[src/rtl/amo_pkg.sv]
package amo_pkg;

    typedef enum logic [3:0] {
        OP_SWAP, OP_ADD, OP_XOR, OP_AND, OP_OR,
        OP_MIN, OP_MAX, OP_MINU, OP_MAXU
    } amo_op_e;

    typedef enum logic [1:0] {
        ST_IDLE, ST_READ, ST_WRITE, ST_DONE
    } seq_state_e;

    localparam logic [2:0] SZ_WORD  = 3'b010;
    localparam logic [2:0] SZ_DWORD = 3'b011;

    typedef struct packed {
        amo_op_e op;
        logic    dword;
        logic    illegal;
        logic    misaligned;
    } amo_decode_t;

    function automatic logic op_is_unsigned(amo_op_e op);
        return (op == OP_MINU) || (op == OP_MAXU);
    endfunction

endpackage

[src/rtl/amo_decode.sv]
module amo_decode
    import amo_pkg::*;
#(
    parameter int XLEN = 64
) (
    input  logic [4:0]  funct5,
    input  logic [2:0]  size,
    input  logic [2:0]  addr_lo,
    output amo_decode_t dec
);
    localparam bit DWORD_OK = (XLEN >= 64);

    logic    bad_op;
    logic    bad_size;
    amo_op_e op;

    always_comb begin
        bad_op = 1'b0;
        op     = OP_SWAP;
        unique case (funct5)
            5'b00001: op = OP_SWAP;
            5'b00000: op = OP_ADD;
            5'b00100: op = OP_XOR;
            5'b01100: op = OP_AND;
            5'b01000: op = OP_OR;
            5'b10000: op = OP_MIN;
            5'b10100: op = OP_MAX;
            5'b11000: op = OP_MINU;
            5'b11100: op = OP_MAXU;
            default:  bad_op = 1'b1;
        endcase
    end

    always_comb begin
        bad_size = 1'b1;
        if (size == SZ_WORD)                 bad_size = 1'b0;
        else if (size == SZ_DWORD && DWORD_OK) bad_size = 1'b0;
    end

    always_comb begin
        dec.op         = op;
        dec.dword      = (size == SZ_DWORD);
        dec.illegal    = bad_op | bad_size;
        dec.misaligned = !(bad_op | bad_size) &&
                         ((size == SZ_DWORD) ? (addr_lo != 3'b000)
                                             : (addr_lo[1:0] != 2'b00));
    end

endmodule

[src/rtl/amo_alu.sv]
module amo_alu
    import amo_pkg::*;
#(
    parameter int XLEN = 64
) (
    input  amo_op_e          op,
    input  logic             dword,
    input  logic [XLEN-1:0]  old_val,
    input  logic [XLEN-1:0]  operand,
    output logic [XLEN-1:0]  new_val,
    output logic [XLEN-1:0]  rd_val
);
    localparam logic [XLEN-1:0] LO_MASK = XLEN'(64'h0000_0000_FFFF_FFFF);

    function automatic logic [XLEN-1:0] widen(logic [XLEN-1:0] v, logic dw, logic uns);
        logic [XLEN-1:0] lo;
        lo = v & LO_MASK;
        if (dw)  return v;
        if (uns) return lo;
        return lo | (v[31] ? ~LO_MASK : '0);
    endfunction

    logic            uns;
    logic [XLEN-1:0] a;
    logic [XLEN-1:0] b;
    logic [XLEN-1:0] res;
    logic            s_lt;
    logic            u_lt;

    always_comb begin
        uns  = op_is_unsigned(op);
        a    = widen(operand, dword, uns);
        b    = widen(old_val, dword, uns);
        s_lt = $signed(a) < $signed(b);
        u_lt = a < b;
        unique case (op)
            OP_SWAP: res = a;
            OP_ADD:  res = a + b;
            OP_XOR:  res = a ^ b;
            OP_AND:  res = a & b;
            OP_OR:   res = a | b;
            OP_MIN:  res = s_lt ? a : b;
            OP_MAX:  res = s_lt ? b : a;
            OP_MINU: res = u_lt ? a : b;
            OP_MAXU: res = u_lt ? b : a;
            default: res = a;
        endcase
        new_val = dword ? res : (res & LO_MASK);
        rd_val  = widen(old_val, dword, 1'b0);
    end

endmodule

[src/rtl/amo_seq.sv]
module amo_seq
    import amo_pkg::*;
#(
    parameter int XLEN = 64
) (
    input  logic             clk,
    input  logic             rst,
    input  logic             start,
    input  amo_decode_t      dec,
    input  logic [XLEN-1:0]  req_addr,
    input  logic [XLEN-1:0]  req_operand,
    output logic             idle,
    output logic             mem_req,
    output logic             mem_we,
    output logic             mem_dword,
    output logic             mem_lock,
    output logic [XLEN-1:0]  mem_addr,
    input  logic             mem_ack,
    input  logic             mem_err,
    input  logic [XLEN-1:0]  mem_rdata,
    output amo_op_e          op_q,
    output logic [XLEN-1:0]  operand_q,
    output logic [XLEN-1:0]  old_q,
    output logic             done_valid,
    output logic             done_rd_we,
    output logic             done_fault,
    output logic             done_illegal,
    output logic             done_misaligned
);
    seq_state_e state, state_nx;
    logic       fault_q, illegal_q, misal_q, dword_q, lock_q;
    logic [XLEN-1:0] addr_q;

    always_comb begin
        state_nx = state;
        unique case (state)
            ST_IDLE:  if (start)
                          state_nx = (dec.illegal || dec.misaligned) ? ST_DONE : ST_READ;
            ST_READ:  if (mem_ack) state_nx = mem_err ? ST_DONE : ST_WRITE;
            ST_WRITE: if (mem_ack) state_nx = ST_DONE;
            ST_DONE:  state_nx = ST_IDLE;
            default:  state_nx = ST_IDLE;
        endcase
    end

    always_ff @(posedge clk) begin
        if (rst) begin
            state     <= ST_IDLE;
            fault_q   <= 1'b0;
            illegal_q <= 1'b0;
            misal_q   <= 1'b0;
            dword_q   <= 1'b0;
            lock_q    <= 1'b0;
            addr_q    <= '0;
            operand_q <= '0;
            old_q     <= '0;
            op_q      <= OP_SWAP;
        end else begin
            state  <= state_nx;
            lock_q <= (state_nx == ST_READ) || (state_nx == ST_WRITE);
            if (state == ST_IDLE && start) begin
                fault_q   <= 1'b0;
                illegal_q <= dec.illegal;
                misal_q   <= dec.misaligned;
                dword_q   <= dec.dword;
                op_q      <= dec.op;
                addr_q    <= req_addr;
                operand_q <= req_operand;
            end
            if (state == ST_READ && mem_ack) begin
                if (mem_err) fault_q <= 1'b1;
                else         old_q   <= mem_rdata;
            end
            if (state == ST_WRITE && mem_ack && mem_err) fault_q <= 1'b1;
        end
    end

    assign idle            = (state == ST_IDLE);
    assign mem_req         = (state == ST_READ) || (state == ST_WRITE);
    assign mem_we          = (state == ST_WRITE);
    assign mem_dword       = dword_q;
    assign mem_lock        = lock_q;
    assign mem_addr        = addr_q;
    assign done_valid      = (state == ST_DONE);
    assign done_fault      = fault_q;
    assign done_illegal    = illegal_q;
    assign done_misaligned = misal_q;
    assign done_rd_we      = (state == ST_DONE) && !fault_q && !illegal_q && !misal_q;

    a_r10_lock_held: assert property (@(posedge clk) disable iff (rst)
        mem_req |-> mem_lock);
    a_r10_addr_steady: assert property (@(posedge clk) disable iff (rst)
        (mem_req && $past(mem_req)) |-> $stable(mem_addr));
    a_r8_no_write_after_bad_read: assert property (@(posedge clk) disable iff (rst)
        (mem_req && !mem_we && mem_ack && mem_err) |=> !mem_req);
    a_r1_illegal_no_access: assert property (@(posedge clk) disable iff (rst)
        (idle && start && dec.illegal) |=> (!mem_req && done_valid));
    a_r7_misaligned_no_access: assert property (@(posedge clk) disable iff (rst)
        (idle && start && dec.misaligned) |=> (!mem_req && done_valid));
    a_r11_done_single: assert property (@(posedge clk) disable iff (rst)
        done_valid |=> !done_valid);

endmodule

[src/rtl/amo_rmw_unit.sv]
module amo_rmw_unit
    import amo_pkg::*;
#(
    parameter int XLEN = 64
) (
    input  logic             clk,
    input  logic             rst,
    input  logic             req_valid,
    output logic             req_ready,
    input  logic [4:0]       req_funct5,
    input  logic [2:0]       req_size,
    input  logic [XLEN-1:0]  req_addr,
    input  logic [XLEN-1:0]  req_operand,
    output logic             mem_req,
    output logic             mem_we,
    output logic             mem_dword,
    output logic             mem_lock,
    output logic [XLEN-1:0]  mem_addr,
    output logic [XLEN-1:0]  mem_wdata,
    input  logic             mem_ack,
    input  logic             mem_err,
    input  logic [XLEN-1:0]  mem_rdata,
    output logic             done_valid,
    output logic             done_rd_we,
    output logic [XLEN-1:0]  done_rd_data,
    output logic             done_fault,
    output logic             done_illegal,
    output logic             done_misaligned,
    output logic [XLEN-1:0]  done_fault_addr
);
    amo_decode_t     dec;
    amo_op_e         op_q;
    logic [XLEN-1:0] operand_q;
    logic [XLEN-1:0] old_q;
    logic [XLEN-1:0] rd_val;
    logic            idle;
    logic            start;

    assign req_ready = idle;
    assign start     = req_valid && idle;

    amo_decode #(.XLEN(XLEN)) u_dec (
        .funct5  (req_funct5),
        .size    (req_size),
        .addr_lo (req_addr[2:0]),
        .dec     (dec)
    );

    amo_seq #(.XLEN(XLEN)) u_seq (
        .clk             (clk),
        .rst             (rst),
        .start           (start),
        .dec             (dec),
        .req_addr        (req_addr),
        .req_operand     (req_operand),
        .idle            (idle),
        .mem_req         (mem_req),
        .mem_we          (mem_we),
        .mem_dword       (mem_dword),
        .mem_lock        (mem_lock),
        .mem_addr        (mem_addr),
        .mem_ack         (mem_ack),
        .mem_err         (mem_err),
        .mem_rdata       (mem_rdata),
        .op_q            (op_q),
        .operand_q       (operand_q),
        .old_q           (old_q),
        .done_valid      (done_valid),
        .done_rd_we      (done_rd_we),
        .done_fault      (done_fault),
        .done_illegal    (done_illegal),
        .done_misaligned (done_misaligned)
    );

    amo_alu #(.XLEN(XLEN)) u_alu (
        .op      (op_q),
        .dword   (mem_dword),
        .old_val (old_q),
        .operand (operand_q),
        .new_val (mem_wdata),
        .rd_val  (rd_val)
    );

    assign done_rd_data    = done_rd_we ? rd_val : '0;
    assign done_fault_addr = mem_addr;

    generate
        if (XLEN > 32) begin : g_upper_chk
            a_r5_word_upper_zero: assert property (@(posedge clk) disable iff (rst)
                (mem_req && mem_we && !mem_dword) |-> (mem_wdata[XLEN-1:32] == '0));
        end
    endgenerate

endmodule

[config.mk]
export PLATFORM = sky130hd
export DESIGN_NAME = amo_rmw_unit
export DESIGN_NICKNAME = d
export VERILOG_FILES = /design/src/rtl/amo_pkg.sv /design/src/rtl/amo_decode.sv /design/src/rtl/amo_alu.sv /design/src/rtl/amo_seq.sv /design/src/rtl/amo_rmw_unit.sv
export SDC_FILE = /design/constraint.sdc
export NUM_CORES = 1
export LEC_CHECK = 0
export BUFFER_PORTS_ARGS = -buffer_cell sky130_fd_sc_hd__buf_2
export CORE_MARGIN = 5
export CORE_UTILIZATION = 50
export CTS_CLUSTER_DIAMETER = 150
export DETAILED_ROUTE_END_ITERATION = 8
export PLACE_DENSITY = 0.78
export SKIP_CTS_REPAIR_TIMING = 1
export SYNTH_ARGS = -nofsm -noshare
export SYNTH_HDL_FRONTEND = slang
export SYNTH_SLANG_ARGS = --single-unit
[constraint.sdc]
create_clock -name clk -period 15.4 [get_ports clk]
set_clock_uncertainty 0.05 [all_clocks]
set_input_delay 3.08 -clock clk [delete_from_list [all_inputs] [get_ports clk]]
set_output_delay 3.08 -clock clk [all_outputs]
set_load 0.02 [all_outputs]
Word-level counts from Yosys, hierarchy flattened
Cells that the tools add are included.
{"block": "classes", "n_eq_ne": 23, "bitwise": 7, "n_mux": 36, "mul": 0, "magnitude_cmp": 2, "add_sub_neg": 1, "n_shift": 0, "div": 0, "n_reduce_logical": 23}
{"cell": "$mux 64", "count": 17}
{"cell": "$pmux 64 s8", "count": 1}
{"cell": "$lt 64x64->1", "count": 2}
{"cell": "$or 32x64->64", "count": 2}
{"cell": "$add 64x64->64", "count": 1}
{"cell": "$and 64x64->64", "count": 1}
{"cell": "$or 64x64->64", "count": 1}
{"cell": "$xor 64x64->64", "count": 1}
{"cell": "$pmux 4 s8", "count": 1}
{"cell": "$eq 5x5->1 const B", "count": 4}
{"cell": "$eq 4x3->1 const B", "count": 4}
{"cell": "$mux 1", "count": 12}
{"cell": "$eq 5x4->1 const B", "count": 2}
{"cell": "$logic_and 1x1->1", "count": 9}
{"cell": "$reduce_or 9->1", "count": 1}
{"cell": "$eq 4x2->1 const B", "count": 2}
{"cell": "$mux 2", "count": 4}
{"cell": "$pmux 2 s4", "count": 1}
{"cell": "$eq 2x2->1 const B", "count": 3}
{"cell": "$eq 3x2->1 const B", "count": 2}
{"cell": "$eq 5x1->1 const B", "count": 1}
{"cell": "$eq 5x3->1 const B", "count": 1}
{"cell": "$logic_not 5->1", "count": 1}
{"cell": "$eq 2x1->1 const B", "count": 2}
{"cell": "10 further kinds", "count": 16}
{"block": "totals", "memories": 0, "reg_bits": 203, "latch_bits": 0, "word_cells": 102, "mem_bits_rw": 0, "mem_bits_ro": 0}

Depth between registers and ports, before layout
Gate-level depths: netlist of run 1.
{"block": "logic_depth", "depth_word": 12, "depth_mapped": 26, "ltp_nobuf": 19}

Hierarchy
A second synthesis of run 1 with hierarchy kept.
{"block": "hier_totals", "hier_cells": 2879, "area_unflattened_um2": 19512.5}
{"mod": "amo_alu", "instances": 1, "seq_area_each_um2": 0.0, "area_each_um2": 11298.3, "cells_each": 1832}
{"mod": "amo_seq", "instances": 1, "seq_area_each_um2": 4063.9, "area_each_um2": 7109.3, "cells_each": 896}
{"mod": "amo_rmw_unit", "instances": 1, "seq_area_each_um2": 0.0, "area_each_um2": 997.2, "cells_each": 135}
{"mod": "amo_decode", "instances": 1, "seq_area_each_um2": 0.0, "area_each_um2": 107.6, "cells_each": 16}

Worst setup path before layout of run 1
No wires, ideal clock.
{"block": "synth_timing", "path_type": "reg-to-output", "start": "register u_seq.op_q[3]", "end": "output mem_wdata[37]", "path_slack_ns": 6.999, "path_buffers": 7, "stages_incl_launch_ff": 25, "t_arrival_ns": 5.271, "cell_sequence": "dfxtp_1 -> clkbuf_1 -> nor2b_1 -> clkbuf_1 -> and2_1 -> nand2_1 -> a31oi_1 -> clkbuf_1 -> a21oi_1 -> ha_1 -> clkbuf_1 -> inv_1 -> a21oi_1 -> nor2_1 -> o21bai_1 -> a31oi_1 -> or3_1 -> buf_2 -> nor2_4 -> mux2i_1 -> or2_1 -> buf_4 -> buf_2 -> a22oi_1 -> a221oi_1"}
{"block": "synth_via", "elab_chain_len": 10, "word_cells_on_any_way": 29, "classes_between": "1 x add/sub; 2 x order compare; 8 x eq/ne; 14 x mux; 3 x bitwise; 1 x reduce/logical"}
{"item": "start: declaration", "line": "amo_seq.sv:21", "rtl": "output amo_op_e op_q,"}
{"item": "start signal: assignment", "line": "amo_seq.sv:66", "rtl": "op_q <= dec.op;"}
{"item": "$eq 4x3->1 / $eq 4x4->1 (equally long branches)", "line": "amo_pkg.sv:23, amo_alu.sv:36"}
{"item": "$logic_or 1x1->1", "line": "amo_pkg.sv:23", "rtl": "return (op == OP_MINU) || (op == OP_MAXU);"}
{"item": "$mux 1 (2 in a row)", "line": "amo_alu.sv:19", "rtl": "if (uns) return lo;"}
{"item": "$mux 64", "line": "amo_alu.sv:20", "rtl": "return lo | (v[31] ? ~LO_MASK : '0);"}
{"item": "$mux 64", "line": "amo_alu.sv:19"}
{"item": "$lt 64x64->1 (on tied branches)", "line": "amo_alu.sv:35, amo_alu.sv:34"}
{"item": "$mux 64 (on tied branches)"}
{"item": "$pmux 64 s8 *", "line": "amo_alu.sv:36", "rtl": "unique case (op)"}
{"item": "$mux 64 *", "line": "amo_alu.sv:48", "rtl": "new_val = dword ? res : (res & LO_MASK);"}
{"item": "end: declaration", "line": "amo_rmw_unit.sv:19", "rtl": "output logic [XLEN-1:0] mem_wdata,"}
Mark *: on every way between the ends. The rest lies on a longest branch, timed or not. The select of a mux whose other input is x is not followed.

Worst setup path after layout of run 1
{"block": "layout_timing", "start": "register u_seq.op_q[0]", "end": "output mem_wdata[39]"}
The elaborated chain is that of the path after synthesis.

==> results of run 1 <==
[sequential cells by signal, indices dropped and copies added (netlist names)]
name / count
u_seq.done_fault: 1
u_seq.mem_addr: 64
u_seq.done_illegal: 1
u_seq.operand_q: 64
u_seq.mem_lock: 1
u_seq.old_q: 64
u_seq.state: 2
u_seq.done_misaligned: 1
u_seq.mem_dword: 1
u_seq.op_q: 4
[metal layers]
metal | wire length, um | track usage [%]
met1 | 32600 | 47.6
met2 | 36900 | 59.5
met3 | 7620 | 6.70
met4 | 4720 | 18.2
met5 | 107 | 0
[layout make-up]
| class | count | share of cell area, % |
|---|---|---|
| Antenna cell | 2 | 0.0231 |
| Clock buffer | 35 | 3.20 |
| Clock inverter | 7 | 0.444 |
| Inverter | 190 | 3.29 |
| Multi-Input combinational cell | 2148 | 59.6 |
| Sequential cell | 203 | 18.8 |
| Tap cell | 511 | 2.95 |
| Timing Repair Buffer | 495 | 11.7 |
[metrics by stage]
stage	hold slack, ps	instances	area (sq um)	utilization [%]	worst slack, ps
after detailed placement	399	3547	20900	55.6	3820
after floorplan	386	2825	19000	-	7000
final	406	3591	21700	57.7	2830
after global routing	420	3590	21700	57.7	2620
after CTS	408	3589	21700	57.7	3230
after global placement	393	3547	20900	55.6	4130
[tightest hold or removal path, stage by stage (launching register included)]
cell and delay [ps]:
dfxtp_1 310, nand2_1 50, a21oi_1 50
[worst paths after layout]
check | depth (start not counted) | startpoint | to | slack (ps)
setup / recovery | 17 | u_seq.op_q[0] | mem_wdata[39] | 2830
hold / removal | 2 | u_seq.operand_q[44] | u_seq.operand_q[44] | 410
setup reg to reg | 6 | u_seq.state[0] | u_seq.operand_q[30] | 12650
hold reg to reg | 2 | u_seq.operand_q[44] | u_seq.operand_q[44] | 410
[power by group]
| group | internal [mW] | switching (mW) |
|---|---|---|
| clock network | 0.345 | 0.240 |
| registers | 0.579 | 0.0562 |
| logic | 0.291 | 0.724 |
| total | 1.21 | 1.02 |
[cells by family (layout without fill, tap and decap cells)]
group / Yosys count / count (layout) / share of synthesized area, %
AO/OA/AOI/OAI: 1004 / 1004 / 32.6
other: 0 / 2 / 0
adder cells (fa/ha/maj): 197 / 197 / 13.0
multiplexers: 8 / 8 / 0.422
AND/OR/NAND/NOR: 904 / 904 / 20.1
flip-flops: 203 / 203 / 21.4
XOR/XNOR: 35 / 35 / 1.62
buffers and inverters: 474 / 727 / 10.9
[placed cells by master, fill, tap and decap left out, types with 8 or more instances in the layout]
cell type  netlist  routed
nand2_1        523     521
buf_2            8     469
a21oi_1        447     446
dfxtp_1        203     202
ha_1           196     196
inv_1          189     189
nor2_1         190     187
o21ai_0        174     174
a221oi_1        74      74
nor3_1          66      65
a21o_1          49      49
o22ai_1         32      32
a211oi_1        31      31
o21bai_1        26      26
xnor2_1         27      26
clkbuf_16        0      25
buf_4           67      25
nand3_1         24      24
o21a_1          21      21
nand4_1         21      21
o221ai_1        20      20
a22oi_1         19      19
o211ai_1        18      18
a31oi_1         19      18
a221o_1         13      13
nor2b_1         12      12
and3_1          12      11
nor4_1          10      10
or3_1           11      10
nand2b_1         9       9
mux2i_1          8       8
==> flow_metrics.py, run 1 <==
metrics = {
    "critical_path": {
        "critPathCaptureType": "primary output",
        "max_stage_delay_ps": 1210,
        "cp.arrival_ps": 9440,
        "worstPathCellList": "nor3_1 -> nand2_1 -> a21oi_4 -> nor2_1 -> ha_1 -> inv_1 -> a21oi_1 -> o21bai_1 -> a221oi_1 -> o211ai_1 -> nor3_1 -> nand2_2 -> a31oi_1 -> nand2b_1 -> a221oi_1 -> a221oi_1 -> buf_2",
        "path_delay_family": "compound AO/OA/AOI/OAI gates",
        "crit_required_ps": 12270,
        "crit_top_cell": "a221oi_1",
        "critPathLaunchType": "flop",
        "worst-path-max-fanout": 46,
        "crit_type": "flop to primary output",
        "critPathBufInv": 2,
        "cpMaxStageDelayCell": "a31oi_1",
    },
    "routing": {
        "wl_per_cell_um": 22.8,
        "vias": 22100,
        "drtAntennaViolNets": 0,
        "viasPerCell": 6.16,
        "first_iter_violations": 2423,
        "drc": 0,
        "dr.pass1.iters": 8,
        "drt-total-wl_um": 81900,
    },
    "sta": {
        "setup_viol": 0,
        "post-route-period-util_pct": 81.6,
        "worstMarginPinSlew_ps": 1180,
        "slew_viol_final": 0,
        "rsz0062_at_grt": "no",
        "maxSlewHeadroom_pct": 20.7,
        "finalSetupTns_ps": 0,
        "min_period_ps": 12570,
        "hold_viol": 0,
        "fmax_mhz": 79.5,
    },
    "floorplan": {
        "ioPinCount": 471,
        "die-area_sq_um": 41900,
        "core_sq_um": 37600,
        "initial_core_util_pct": 50.5,
        "fp-row-count": 71,
        "fp.dieH_um": 205,
        "die_x_um": 205,
    },
    "grt": {
        "grt_pass1_vias": 21300,
        "antenna_found_initial": 10,
        "grt_max_degree": 113,
        "grt_pass1_wl_um": 123000,
        "groute.usage.overall_pct": 36.9,
        "overflow": 0,
    },
    "logic_synthesis": {
        "synth_area_leaders": "dfxtp_1 (21%), ha_1 (13%), a21oi_1 (12%), nand2_1 (10%), o21ai_0 (4.6%)",
        "yosys-top-cells-count": "nand2_1 (523), a21oi_1 (447), dfxtp_1 (203)",
        "synth-edff-count": 0,
        "yosys.area.top_type": "dfxtp_1",
        "syn_area_sq_um": 19000,
        "async_flop_share_pct": 0,
        "ys_seq_area_share_pct": 21.4,
        "synth_cells": 2825,
        "ys_types": 74,
        "synth_seq_cells": 203,
        "synth.net_count": 3227,
        "yosysMostFrequentCell": "nand2_1",
        "synthFlopType": "dfxtp_1",
        "yosysTopAreaCellShare_pct": 21.4,
        "yosys_warnings": 0,
        "syn-mean-instance-area_sq_um": 6.71,
    },
    "clocking": {
        "clk-insertion-delay-late_ps": 550,
        "cts_tree": "done",
        "cts_buffers": 25,
        "root_buffer": "clkbuf_16",
        "htreeDepth": 1,
        "path_clk_slew_ps": 60,
        "cts_sinks": 203,
        "cts_buffer_depth": 3,
    },
    "place": {
        "hpwl_um": 59600,
        "numPortBuffers": 470,
        "gp_congestion": 1.05,
    },
    "finish": {
        "ff_latch_area_sq_um": 4070,
        "final_net_count": 3465,
        "area_growth_pct": 14.3,
        "multiInputGateArea_sq_um": 12900,
        "drive_gt1_share_pct": 18.4,
        "fillers": 3677,
    },
    "job": {
        "maxCapViolations": 0,
    },
    "power_and_ir_drop": {
        "power_density_nw_per_um2": 103,
        "ir_worst_vdd_mv": 0.0984,
        "fin_total_pwr_mw": 2.23,
        "p_leak_nw": 9.47,
    },
    "worst_hold_path": {
        "min_path_type": "flop to flop",
    },
    "outcome": {
        "status": "finished, final reports clean",
    },
}
No activity file was read; power rests on OpenSTA's default activity.
==> run 2, diff against run 1 <==
Clock period 15.4 ns to 12.75 ns, I/O delays scaled along.
==> run 2 against run 1 <==
Wire length is 1.9% higher. Largest power group unchanged. Combinational power increased by 24%. Non-clock buffer count up 10. Cell area grew 0.57%. Global-route usage grew 0.45 points. Clock power grew 25%. Critical path depth grew 2.
==> flow_metrics.py, run 2 (synthesis gave the netlist of run 1 again) <==
metrics = {
    "outcome": {
        "status": "finished, final reports clean",
    },
    "critical_path": {
        "r2r_slack_ps": 10010,
        "worstReg2RegStart": "u_seq.state[0]",
        "cp.arrival_ps": 8450,
        "worst-path-max-fanout": 33,
        "r2r_end": "u_seq.mem_lock",
        "critPathCaptureType": "primary output",
        "crit_type": "flop to primary output",
        "rr_worst_depth": 10,
        "critPathLaunchType": "flop",
        "crit_required_ps": 10150,
    },
    "sta": {
        "fmax_mhz": 90.5,
        "rsz0062_at_grt": "no",
        "min_period_ps": 11050,
        "hold_viol": 0,
        "worstMarginPinSlew_ps": 1020,
        "setup_ws_ps": 1700,
        "post-route-period-util_pct": 86.7,
        "slew_viol_final": 0,
        "maxSlewHeadroom_pct": 31.9,
        "finalSetupTns_ps": 0,
        "setup_viol": 0,
    },
    "worst_hold_path": {
        "hold_start": "u_seq.operand_q[57]",
        "min_path_type": "flop to flop",
        "hold_path_end": "u_seq.operand_q[57]",
        "min_delay_path_depth": 2,
    },
    "job": {
        "maxCapViolations": 0,
    },
    "power_and_ir_drop": {
        "p_leak_nw": 9.55,
        "fin_total_pwr_mw": 2.75,
        "ir_worst_vdd_mv": 0.0945,
        "power_density_nw_per_um2": 126,
    },
    "clocking": {
        "htreeDepth": 1,
        "cts_tree": "done",
        "root_buffer": "clkbuf_16",
        "cts_sinks": 203,
        "path_clk_slew_ps": 70,
        "cts_buffers": 24,
        "cts_buffer_depth": 3,
        "clk-insertion-delay-late_ps": 550,
    },
    "floorplan": {
        "fp.dieH_um": 205,
        "ioPinCount": 471,
        "die-area_sq_um": 41900,
        "initial_core_util_pct": 50.5,
        "core_sq_um": 37600,
        "fp-row-count": 71,
        "die_x_um": 205,
    },
    "place": {
        "numPortBuffers": 470,
        "gp_congestion": 1.06,
        "hpwl_um": 61500,
        "dp_slack_ps": 2440,
    },
    "grt": {
        "grt_pass1_vias": 20700,
        "grt_pass1_wl_um": 124000,
        "overflow": 0,
        "groute.usage.overall_pct": 37.3,
        "antenna_found_initial": 11,
        "grt_max_degree": 114,
    },
    "finish": {
        "final_net_count": 3474,
        "final_cell_mix": "nand2_1 (521), buf_2 (469), a21oi_1 (446)",
        "final_common_cell": "nand2_1",
        "drive_gt1_share_pct": 18.8,
        "fillers": 3715,
        "area_growth_pct": 14.9,
        "multiInputGateArea_sq_um": 12900,
        "ff_latch_area_sq_um": 4070,
    },
    "routing": {
        "drtAntennaViolNets": 0,
        "dr.pass1.iters": 8,
        "first_iter_violations": 2358,
        "wl_per_cell_um": 23.1,
        "drc": 0,
        "drt-total-wl_um": 83400,
        "vias": 22200,
        "viasPerCell": 6.17,
    },
}
## run 2: layout make-up
type                    instances  share of cell area, %
multi-input cells            2148                   59.3
flip-flops and latches        203                   18.6
repair buffers                505                   12.0
inverters                     190                   3.27
clock buffers                  33                   3.14
well taps                     511                   2.93
clock inverters                11                  0.660
diodes                          3                 0.0344
## run 2: critical path, cell delays in order (launching register included)
cell and delay (ps):
dfxtp_1 490, nor3_1 830, nand2_1 200, buf_4 280, nand3_1 140, nand2_1 530, o21ai_0 440, inv_1 160
ha_1 430, or3_1 440, nor4_1 350, nand3_1 240, a31oi_1 350, or3_2 730, nor3_1 130, a31oi_2 770
nand2b_1 230, a221oi_1 110, a221oi_1 730, buf_2 300
## run 2: how the worst max path moves through the flow
stage                        startpoint       endpoint  slack (ps)  cells after the start
after floorplan           u_seq.op_q[3]  mem_wdata[37]        4880                     24
after global placement    u_seq.op_q[3]  mem_wdata[39]        2160                     20
after detailed placement  u_seq.op_q[3]  mem_wdata[35]        2440                     21
after CTS                 u_seq.op_q[3]  mem_wdata[35]        1860                     21
after global routing      u_seq.op_q[3]  mem_wdata[33]        1290                     21
final                     u_seq.op_q[0]  mem_wdata[39]        1700                     19
## run 2: where the power goes
part | switching [mW] | total [mW] | leakage (nW) | internal (mW)
sequential | 0.0679 | 0.767 | 1.66 | 0.699
clock | 0.310 | 0.732 | 0.406 | 0.421
combinational | 0.887 | 1.25 | 7.48 | 0.361
total | 1.27 | 2.75 | 9.55 | 1.48
## run 2: routing by layer
metal  GRT usage (%)  up-vias  wire length [um]
met3            7.00      264              7710
met1            49.5    10500             33900
met4            16.8       20              4530
met2            59.1     1197             37100
li1                -    10300                 -
met5               0        -               124
## run 2: through the flow
step	instances	utilization (%)	cell area, sq um	hold WS (ps)
after floorplan	2825	-	19000	386
after global placement	3557	55.8	21000	392
after detailed placement	3557	55.8	21000	397
after CTS	3601	58.0	21800	404
after global routing	3602	58.0	21800	430
final	3604	58.0	21800	404
